===== src/rtl/irqc_pkg.sv =====
package irqc_pkg;
   // Setup sequencer position
   typedef enum logic [2:0] {
      SEQ_OFF,
      SEQ_BASE,
      SEQ_LINK,
      SEQ_OPT,
      SEQ_RUN
   } seq_t;

   // Acknowledge handshake position
   typedef enum logic [1:0] {
      ACK_IDLE,
      ACK_HELD,
      ACK_VEC
   } ackph_t;

   // Latched configuration flags
   typedef struct packed {
      logic level;
      logic single;
      logic need_opt;
      logic auto_eoi;
      logic rd_isr;
   } cfg_t;
endpackage


===== src/rtl/irqc_regif.sv =====
module irqc_regif
   import irqc_pkg::*;
#(
   parameter int DW    = 8,
   parameter int IDX_W = 3
) (
   input  logic                clk,
   input  logic                rst_n,
   input  logic                wr_stb,
   input  logic                addr,
   input  logic [DW-1:0]       wdata,
   output cfg_t                cfg_o,
   output logic [DW-IDX_W-1:0] base_o,
   output logic [DW-1:0]       imr_o,
   output logic                running_o,
   output logic                init_clr_o,
   output logic                eoi_ns_o
);
   localparam int             BASE_W  = DW - IDX_W;
   localparam logic [DW-1:0]  EOI_CMD = DW'(8'h20);

   seq_t              seq_q;
   cfg_t              cfg_q;
   logic [BASE_W-1:0] base_q;
   logic [DW-1:0]     imr_q;
   logic              start_w;

   assign start_w    = wr_stb && !addr && wdata[4];
   assign init_clr_o = start_w;
   assign eoi_ns_o   = wr_stb && !addr && (seq_q == SEQ_RUN) && (wdata == EOI_CMD);
   assign running_o  = (seq_q == SEQ_RUN);
   assign cfg_o      = cfg_q;
   assign base_o     = base_q;
   assign imr_o      = imr_q;

   always_ff @(posedge clk or negedge rst_n) begin
      if (!rst_n) begin
         seq_q  <= SEQ_OFF;
         cfg_q  <= '0;
         base_q <= '0;
         imr_q  <= '0;
      end else if (start_w) begin
         seq_q          <= SEQ_BASE;
         cfg_q.level    <= wdata[3];
         cfg_q.single   <= wdata[1];
         cfg_q.need_opt <= wdata[0];
         cfg_q.auto_eoi <= 1'b0;
         cfg_q.rd_isr   <= 1'b0;
         imr_q          <= '0;
      end else if (wr_stb) begin
         unique case (seq_q)
            SEQ_BASE: if (addr) begin
               base_q <= wdata[DW-1:IDX_W];
               if (!cfg_q.single)       seq_q <= SEQ_LINK;
               else if (cfg_q.need_opt) seq_q <= SEQ_OPT;
               else                     seq_q <= SEQ_RUN;
            end
            SEQ_LINK: if (addr) begin
               seq_q <= cfg_q.need_opt ? SEQ_OPT : SEQ_RUN;
            end
            SEQ_OPT: if (addr) begin
               cfg_q.auto_eoi <= wdata[1];
               seq_q          <= SEQ_RUN;
            end
            SEQ_RUN: begin
               if (addr)                           imr_q        <= wdata;
               else if (wdata[3] && wdata[1])      cfg_q.rd_isr <= wdata[0];
            end
            default: ;
         endcase
      end
   end


   start_clears_chk: assert property (@(posedge clk) disable iff (!rst_n)
      start_w |=> (imr_q == '0) && (seq_q == SEQ_BASE) && !cfg_q.rd_isr);


   mask_only_when_running_chk: assert property (@(posedge clk) disable iff (!rst_n)
      (wr_stb && !start_w && (seq_q != SEQ_RUN)) |=> $stable(imr_q));
endmodule


===== src/rtl/irqc_capture.sv =====
module irqc_capture #(
   parameter int N = 8
) (
   input  logic         clk,
   input  logic         rst_n,
   input  logic [N-1:0] irq_i,
   input  logic         level_i,
   input  logic [N-1:0] clr_i,
   output logic [N-1:0] irr_o
);
   logic [N-1:0] irq_q;
   logic [N-1:0] irr_q;

   for (genvar g = 0; g < N; g++) begin : g_line
      always_ff @(posedge clk or negedge rst_n) begin
         if (!rst_n) begin
            irq_q[g] <= 1'b0;
            irr_q[g] <= 1'b0;
         end else begin
            irq_q[g] <= irq_i[g];
            if (level_i) irr_q[g] <= irq_i[g];
            else         irr_q[g] <= (irr_q[g] && !clr_i[g]) || (irq_i[g] && !irq_q[g]);
         end
      end
   end

   assign irr_o = irr_q;


   edge_needs_rise_chk: assert property (@(posedge clk) disable iff (!rst_n)
      (!level_i && ((irq_i & ~irq_q) == '0)) |=> ((irr_q & ~$past(irr_q)) == '0));


   level_follows_chk: assert property (@(posedge clk) disable iff (!rst_n)
      level_i |=> (irr_q == $past(irq_i)));
endmodule


===== src/rtl/irqc_arbiter.sv =====
module irqc_arbiter
   import irqc_pkg::*;
#(
   parameter int N     = 8,
   parameter int IDX_W = 3
) (
   input  logic             clk,
   input  logic             rst_n,
   input  logic [N-1:0]     irr_i,
   input  logic [N-1:0]     imr_i,
   input  logic             running_i,
   input  logic             level_i,
   input  logic             auto_eoi_i,
   input  logic             init_clr_i,
   input  logic             eoi_ns_i,
   input  logic             ack_n,
   output logic             int_o,
   output logic [N-1:0]     isr_o,
   output logic [N-1:0]     ack_clr_o,
   output logic             vec_en_o,
   output logic [IDX_W-1:0] win_idx_o
);
   ackph_t           ph_q;
   logic             ack_q;
   logic [N-1:0]     isr_q, held_oh_q, isr_nxt;
   logic [IDX_W-1:0] held_idx_q, win_idx;
   logic [N-1:0]     pend, isr_low, allowed, elig, win_oh;
   logic             ack_fall, ack_rise, ack_first, vec_end;

   assign pend    = irr_i & ~imr_i;
   assign isr_low = isr_q & (~isr_q + 1'b1);
   assign allowed = (isr_q == '0) ? '1 : (isr_low - 1'b1);
   assign elig    = pend & allowed;
   assign win_oh  = elig & (~elig + 1'b1);

   always_comb begin
      win_idx = IDX_W'(N - 1);
      for (int k = N - 1; k >= 0; k--) begin
         if (elig[k]) win_idx = IDX_W'(k);
      end
   end

   assign ack_fall  = ack_q && !ack_n;
   assign ack_rise  = !ack_q && ack_n;
   assign ack_first = ack_fall && (ph_q == ACK_IDLE);
   assign vec_end   = ack_rise && (ph_q == ACK_VEC);

   always_comb begin
      isr_nxt = isr_q;
      if (ack_first)              isr_nxt = isr_nxt | win_oh;
      if (vec_end && auto_eoi_i)  isr_nxt = isr_nxt & ~held_oh_q;
      if (eoi_ns_i)               isr_nxt = isr_nxt & ~isr_low;
      if (init_clr_i)             isr_nxt = '0;
   end

   always_ff @(posedge clk or negedge rst_n) begin
      if (!rst_n) begin
         ph_q       <= ACK_IDLE;
         ack_q      <= 1'b1;
         isr_q      <= '0;
         held_oh_q  <= '0;
         held_idx_q <= '0;
      end else begin
         ack_q <= ack_n;
         isr_q <= isr_nxt;
         unique case (ph_q)
            ACK_IDLE: if (ack_fall) begin
               ph_q       <= ACK_HELD;
               held_oh_q  <= win_oh;
               held_idx_q <= win_idx;
            end
            ACK_HELD: if (ack_fall) ph_q <= ACK_VEC;
            ACK_VEC:  if (ack_rise) ph_q <= ACK_IDLE;
            default:  ph_q <= ACK_IDLE;
         endcase
      end
   end

   assign int_o     = running_i && (elig != '0);
   assign isr_o     = isr_q;
   assign ack_clr_o = (ack_first && !level_i) ? win_oh : '0;
   assign vec_en_o  = (ph_q == ACK_VEC) && !ack_n;
   assign win_idx_o = held_idx_q;


   first_pulse_sets_chk: assert property (@(posedge clk) disable iff (!rst_n)
      (ack_first && (elig != '0) && !init_clr_i) |=> ((isr_q & held_oh_q) != '0));


   auto_eoi_clears_chk: assert property (@(posedge clk) disable iff (!rst_n)
      (vec_end && auto_eoi_i) |=> ((isr_q & $past(held_oh_q)) == '0));


   eoi_drops_one_chk: assert property (@(posedge clk) disable iff (!rst_n)
      (eoi_ns_i && (isr_q != '0) && !ack_first) |=> ($countones(isr_q) < $past($countones(isr_q))));
endmodule


===== src/rtl/irq_ctrl8.sv =====
module irq_ctrl8
   import irqc_pkg::*;
#(
   parameter int N_IN = 8,
   parameter int DW   = 8
) (
   input  logic            clk,
   input  logic            rst_n,
   input  logic            cs_n,
   input  logic            rd_n,
   input  logic            wr_n,
   input  logic            addr,
   input  logic [DW-1:0]   data_i,
   output logic [DW-1:0]   data_o,
   output logic            data_oe,
   input  logic [N_IN-1:0] irq_i,
   output logic            int_o,
   input  logic            ack_n
);
   localparam int IDX_W  = $clog2(N_IN);
   localparam int BASE_W = DW - IDX_W;

   if (N_IN != DW) begin : g_bad_width
      $error("irq_ctrl8: N_IN must equal DW");
   end
   if ((1 << IDX_W) != N_IN || N_IN < 8) begin : g_bad_count
      $error("irq_ctrl8: N_IN must be a power of two of at least 8");
   end

   logic              wr_q, wr_stb;
   cfg_t              cfg;
   logic [BASE_W-1:0] base;
   logic [DW-1:0]     imr;
   logic              running, init_clr, eoi_ns, vec_en;
   logic [N_IN-1:0]   irr, isr, ack_clr;
   logic [IDX_W-1:0]  win_idx;

   always_ff @(posedge clk or negedge rst_n) begin
      if (!rst_n) wr_q <= 1'b1;
      else        wr_q <= wr_n || cs_n;
   end
   assign wr_stb = !cs_n && !wr_n && wr_q;

   irqc_regif #(.DW(DW), .IDX_W(IDX_W)) u_regif (
      .clk(clk), .rst_n(rst_n), .wr_stb(wr_stb), .addr(addr), .wdata(data_i),
      .cfg_o(cfg), .base_o(base), .imr_o(imr), .running_o(running),
      .init_clr_o(init_clr), .eoi_ns_o(eoi_ns)
   );

   irqc_capture #(.N(N_IN)) u_capture (
      .clk(clk), .rst_n(rst_n), .irq_i(irq_i), .level_i(cfg.level),
      .clr_i(ack_clr), .irr_o(irr)
   );

   irqc_arbiter #(.N(N_IN), .IDX_W(IDX_W)) u_arbiter (
      .clk(clk), .rst_n(rst_n), .irr_i(irr), .imr_i(imr), .running_i(running),
      .level_i(cfg.level), .auto_eoi_i(cfg.auto_eoi), .init_clr_i(init_clr),
      .eoi_ns_i(eoi_ns), .ack_n(ack_n), .int_o(int_o), .isr_o(isr),
      .ack_clr_o(ack_clr), .vec_en_o(vec_en), .win_idx_o(win_idx)
   );

   always_comb begin
      if (vec_en)         data_o = {base, win_idx};
      else if (addr)      data_o = imr;
      else if (cfg.rd_isr) data_o = isr;
      else                data_o = irr;
   end
   assign data_oe = vec_en || (!cs_n && !rd_n);


   idle_quiet_chk: assert property (@(posedge clk) disable iff (!rst_n)
      !running |-> !int_o);
endmodule


===== config.mk =====
export PLATFORM = sky130hd
export DESIGN_NAME = irq_ctrl8
export DESIGN_NICKNAME = d
export VERILOG_FILES = /design/src/rtl/irqc_pkg.sv /design/src/rtl/irqc_regif.sv /design/src/rtl/irqc_capture.sv /design/src/rtl/irqc_arbiter.sv /design/src/rtl/irq_ctrl8.sv
export SDC_FILE = /design/constraint.sdc
export NUM_CORES = 1
export LEC_CHECK = 0
export ABC_AREA = 1
export BUFFER_PORTS_ARGS = -buffer_cell sky130_fd_sc_hd__buf_4
export CORE_MARGIN = 1.5
export CORE_UTILIZATION = 35
export DETAILED_ROUTE_END_ITERATION = 8
export PLACE_DENSITY_LB_ADDON = 0.2
export SLEW_MARGIN = 10
export SYNTH_ARGS = -nofsm -noshare
export SYNTH_HDL_FRONTEND = slang
export SYNTH_SLANG_ARGS = --single-unit

===== constraint.sdc =====
create_clock -name clk -period 2.9 [get_ports clk]
set_clock_uncertainty 0.05 [all_clocks]
set_input_delay 0 -clock clk [delete_from_list [all_inputs] [get_ports clk]]
set_output_delay 0 -clock clk [all_outputs]
set_load 0.1 [all_outputs]

==> metrics.txt <==
Post-Syn Nets=392; CTS tree=built; Crit Reg-Reg Startpoint=wr_q$_DFF_PN1_; sw frac=44.09%; HP Class=input port to flip-flop; most common cell after layout, fill and taps aside=nand2_1; Yosys cell types=33; antenna-violating nets left=0; H-tree Lvls=3; Hold Crit Endpoint=u_regif.seq_q[2]$_DFFE_PN0P_; XOR/XNOR share of the synthesized area=0%; cts bufs inserted=9; Compound-Gate Fraction of Synth Area=14.99%; first-pass GRT wire length=13.43 mm; dpl hpwl=5.870 mm; antenna diode count=0; mux cell area share after synthesis=0%; Initial DRC Count=127; DRT Wirelength=between 7 and 8 mm; post-CTS resize count=0; Seq/Total Area, Yosys=49.77%; row cnt=33; Worst R2R Path Depth=7; via count=2686; root buffer cell=clkbuf_8; Synth Flop Type=dfrtp_1; setup slack, reg-to-reg=approximately 1.1 ns; Max VDD drop=0.0003564 V; GR Layer Usage met3=3.318%; Synth Area in Simple Gates=a little over a quarter; share of layout cells above drive strength 1=between 10% and 20%; synthesized area per cell=8.189 µm²; Fill cells=830; Sink Count=60; vias in the first global route=2667; HP Start=addr; CP endpoint kind=primary output; Int Pwr=2.017 mW; critical path class=flip-flop to primary output; Combinational Power Share=between 40% and 50%; io pins=33; area grow syn2layout=24.97%; Final #Nets=449; ys async rst share=100.0%; starting density of the core=36.41%; GP Congestion=0.9274; post-route DRC violation count=0; Worst EP required=~2.9 ns; core area=between 8000 and 9000 µm²; Worst-Margin Slew=0.7708 ns; CTS clock-pin slew for the worst setup and hold paths=0.07 ns; initial antenna violation count=0; # Max-Cap Violations=0; clock power share=around 23%; FF/Latch Area=about 1500 µm²; crit path launch type=flip-flop; fin crit share=73.12%; clk_lat worst skew=roughly 0.35 ns; DR pass1 iterations=5; Seq cells post-synth=60; GR met2 Demand/Resource=30.40%; CP max FO=15; Yosys Warn Count=0; die area=9200 µm²; final count of hold timing violations=0; register share of total power=about 37%; grt peak-use layer=met2; largest net degree at the start of global routing=between 60 and 70; main combinational cell family by area after synthesis=simple AND/OR/NAND/NOR gates; CP arrival=2.07 ns; setup bufs post-CTS=0; RSZ-0062 raised after global routing=false; outcome=finished clean; WL/cell=between 10 and 15 µm; Leakage Power=1.866 nW; Final TNS setup=0 ns; min cycle time layout=2.121 ns; Die W=95.92 µm; I/O Buffers=32; RR Endpoint=u_regif.cfg_o[0]$_DFFE_PN0P_; area of the multi-input gates=1275 µm²; number of synthesized flops with an enable pin=0; commonest non-fill, non-tap cells in the layout=nand2_1 (82), dfrtp_1 (58), inv_1 (52); GRT Total Usage=19.85%; Slew HR=48.62%; total design power=approximately 3.6 mW; setup violators final=0; cell area after technology mapping=3022 µm²; GRT overflow=0; switching pwr=1.591 mW; routed vias/inst=between 5 and 6; Power Density=955.4 nW/µm²; pins over their slew limit=0; Max Root-Sink Buffers=2; worst hold path cell count=3; fmax=471.6 MHz; Die Y=95.92 µm; Adder-Cell Fraction of Synth Area=0%; Cells after Synth=roughly 370; met1 Use GR=a little over a quarter
[power groups by stage]
| stage | clock, mW | combinational [mW] | sequential (mW) |
|---|---|---|---|
| 4_1_cts | 0.853 | 1.45 | 1.33 |
| 5_1_grt | 0.889 | 1.60 | 1.36 |
| 3_3_place_gp | 0 | 1.42 | 1.34 |
| 6_report | 0.839 | 1.44 | 1.33 |
| 3_5_place_dp | 0 | 1.42 | 1.34 |
| 2_1_floorplan | 0 | 1.12 | 1.26 |
[sequential cells by signal, indices dropped and copies added, names as in the netlist]
| name | cells |
|---|---|
| u_capture.irr_o | 8 |
| u_capture.irq_q | 8 |
| u_arbiter.held_oh_q | 8 |
| u_arbiter.win_idx_o | 3 |
| u_arbiter.ack_q | 1 |
| u_regif.cfg_o | 5 |
| wr_q | 1 |
| u_arbiter.ph_q | 2 |
| u_regif.imr_o | 8 |
| u_regif.base_o | 5 |
| u_arbiter.isr_o | 8 |
| u_regif.seq_q | 3 |
[Yosys cell counts, types with 2 or more instances]
library cell,count,area [µm²]
nand2_1,82,307.8
dfrtp_1,58,1451
inv_1,52,195.2
nor2_1,33,123.9
o21ai_0,25,125.1
nand3_1,22,110.1
a21oi_1,17,85.08
o211ai_1,12,90.09
o21ai_1,10,50.05
nand2_2,7,43.79
o22ai_1,7,43.79
nor3_1,6,30.03
nand4_1,5,31.28
nor2_4,5,56.30
buf_2,3,15.01
o22a_1,3,26.28
clkbuf_1,2,7.510
dfstp_2,2,52.55
nand3_2,2,20.02
nor2_2,2,12.51
nor3_2,2,20.02
[repair_timing]
action	4_1_cts	5_1_grt
endpoints found under the setup margin	0	0
hold endpoints to repair	96	0
hold buffers	20	0
[critical path, cell delays in order, from the launching register on]
cell	delay, ns
dfrtp_1	0.42
nor2_1	0.27
nand2_1	0.36
o21ai_0	0.33
buf_4	0.34
[kinds of logic (layout without fill, tap and decap cells)]
| kind of cell | after synthesis | in the layout |
|---|---|---|
| simple gates | 170 | 170 |
| compound gates | 78 | 78 |
| buf+inv | 61 | 123 |
| flops | 60 | 60 |
[metal layers]
| metal | vias to the layer above | part of all wire, % |
|---|---|---|
| met1 | 1278 | 48 |
| li1 | 1324 | - |
| met5 | - | 0 |
| met3 | 9 | 4.6 |
| met4 | 0 | 1.9 |
| met2 | 75 | 46 |
[worst max path at each step]
stage / start / to / slack [ns] / cells after the start
global placement: wr_q$_DFF_PN1_ / u_regif.cfg_o[0]$_DFFE_PN0P_ / 1.12 / 7
CTS: u_arbiter.ph_q[0]$_DFFE_PN0P_ / data_o[2] / 0.79 / 4
detailed placement: wr_q$_DFF_PN1_ / u_regif.cfg_o[0]$_DFFE_PN0P_ / 1.05 / 7
global route: u_arbiter.isr_o[1]$_DFF_PN0_ / int_o / 0.66 / 6
finish: u_arbiter.ph_q[0]$_DFFE_PN0P_ / data_o[2] / 0.78 / 4
floorplan: u_arbiter.ph_q[0]$_DFFE_PN0P_ / data_o[0] / -0.20 / 4
[final cells by class]
| type | count | area share, % |
|---|---|---|
| Sequential cell | 60 | 39.83 |
| Multi-Input combinational cell | 248 | 33.76 |
| Timing Repair Buffer | 52 | 11.66 |
| Inverter | 55 | 5.533 |
| Clock buffer | 11 | 3.744 |
| Tap cell | 105 | 3.479 |
| Clock inverter | 5 | 1.988 |
[per-stage QoR]
step	hold slack [ns]	setup slack [ns]	cells	instance area (µm²)	utilization [%]
4_1_cts	0.02052	0.7857	536	3776	45.50
2_1_floorplan	-0.3456	-0.1969	369	3022	-
3_3_place_gp	0.06909	1.121	500	3359	40.48
5_1_grt	0.04706	0.6557	536	3776	45.50
3_5_place_dp	0.06982	1.054	500	3359	40.48
6_report	0.02240	0.7794	536	3776	45.50
(Power assumes the default switching activity.)
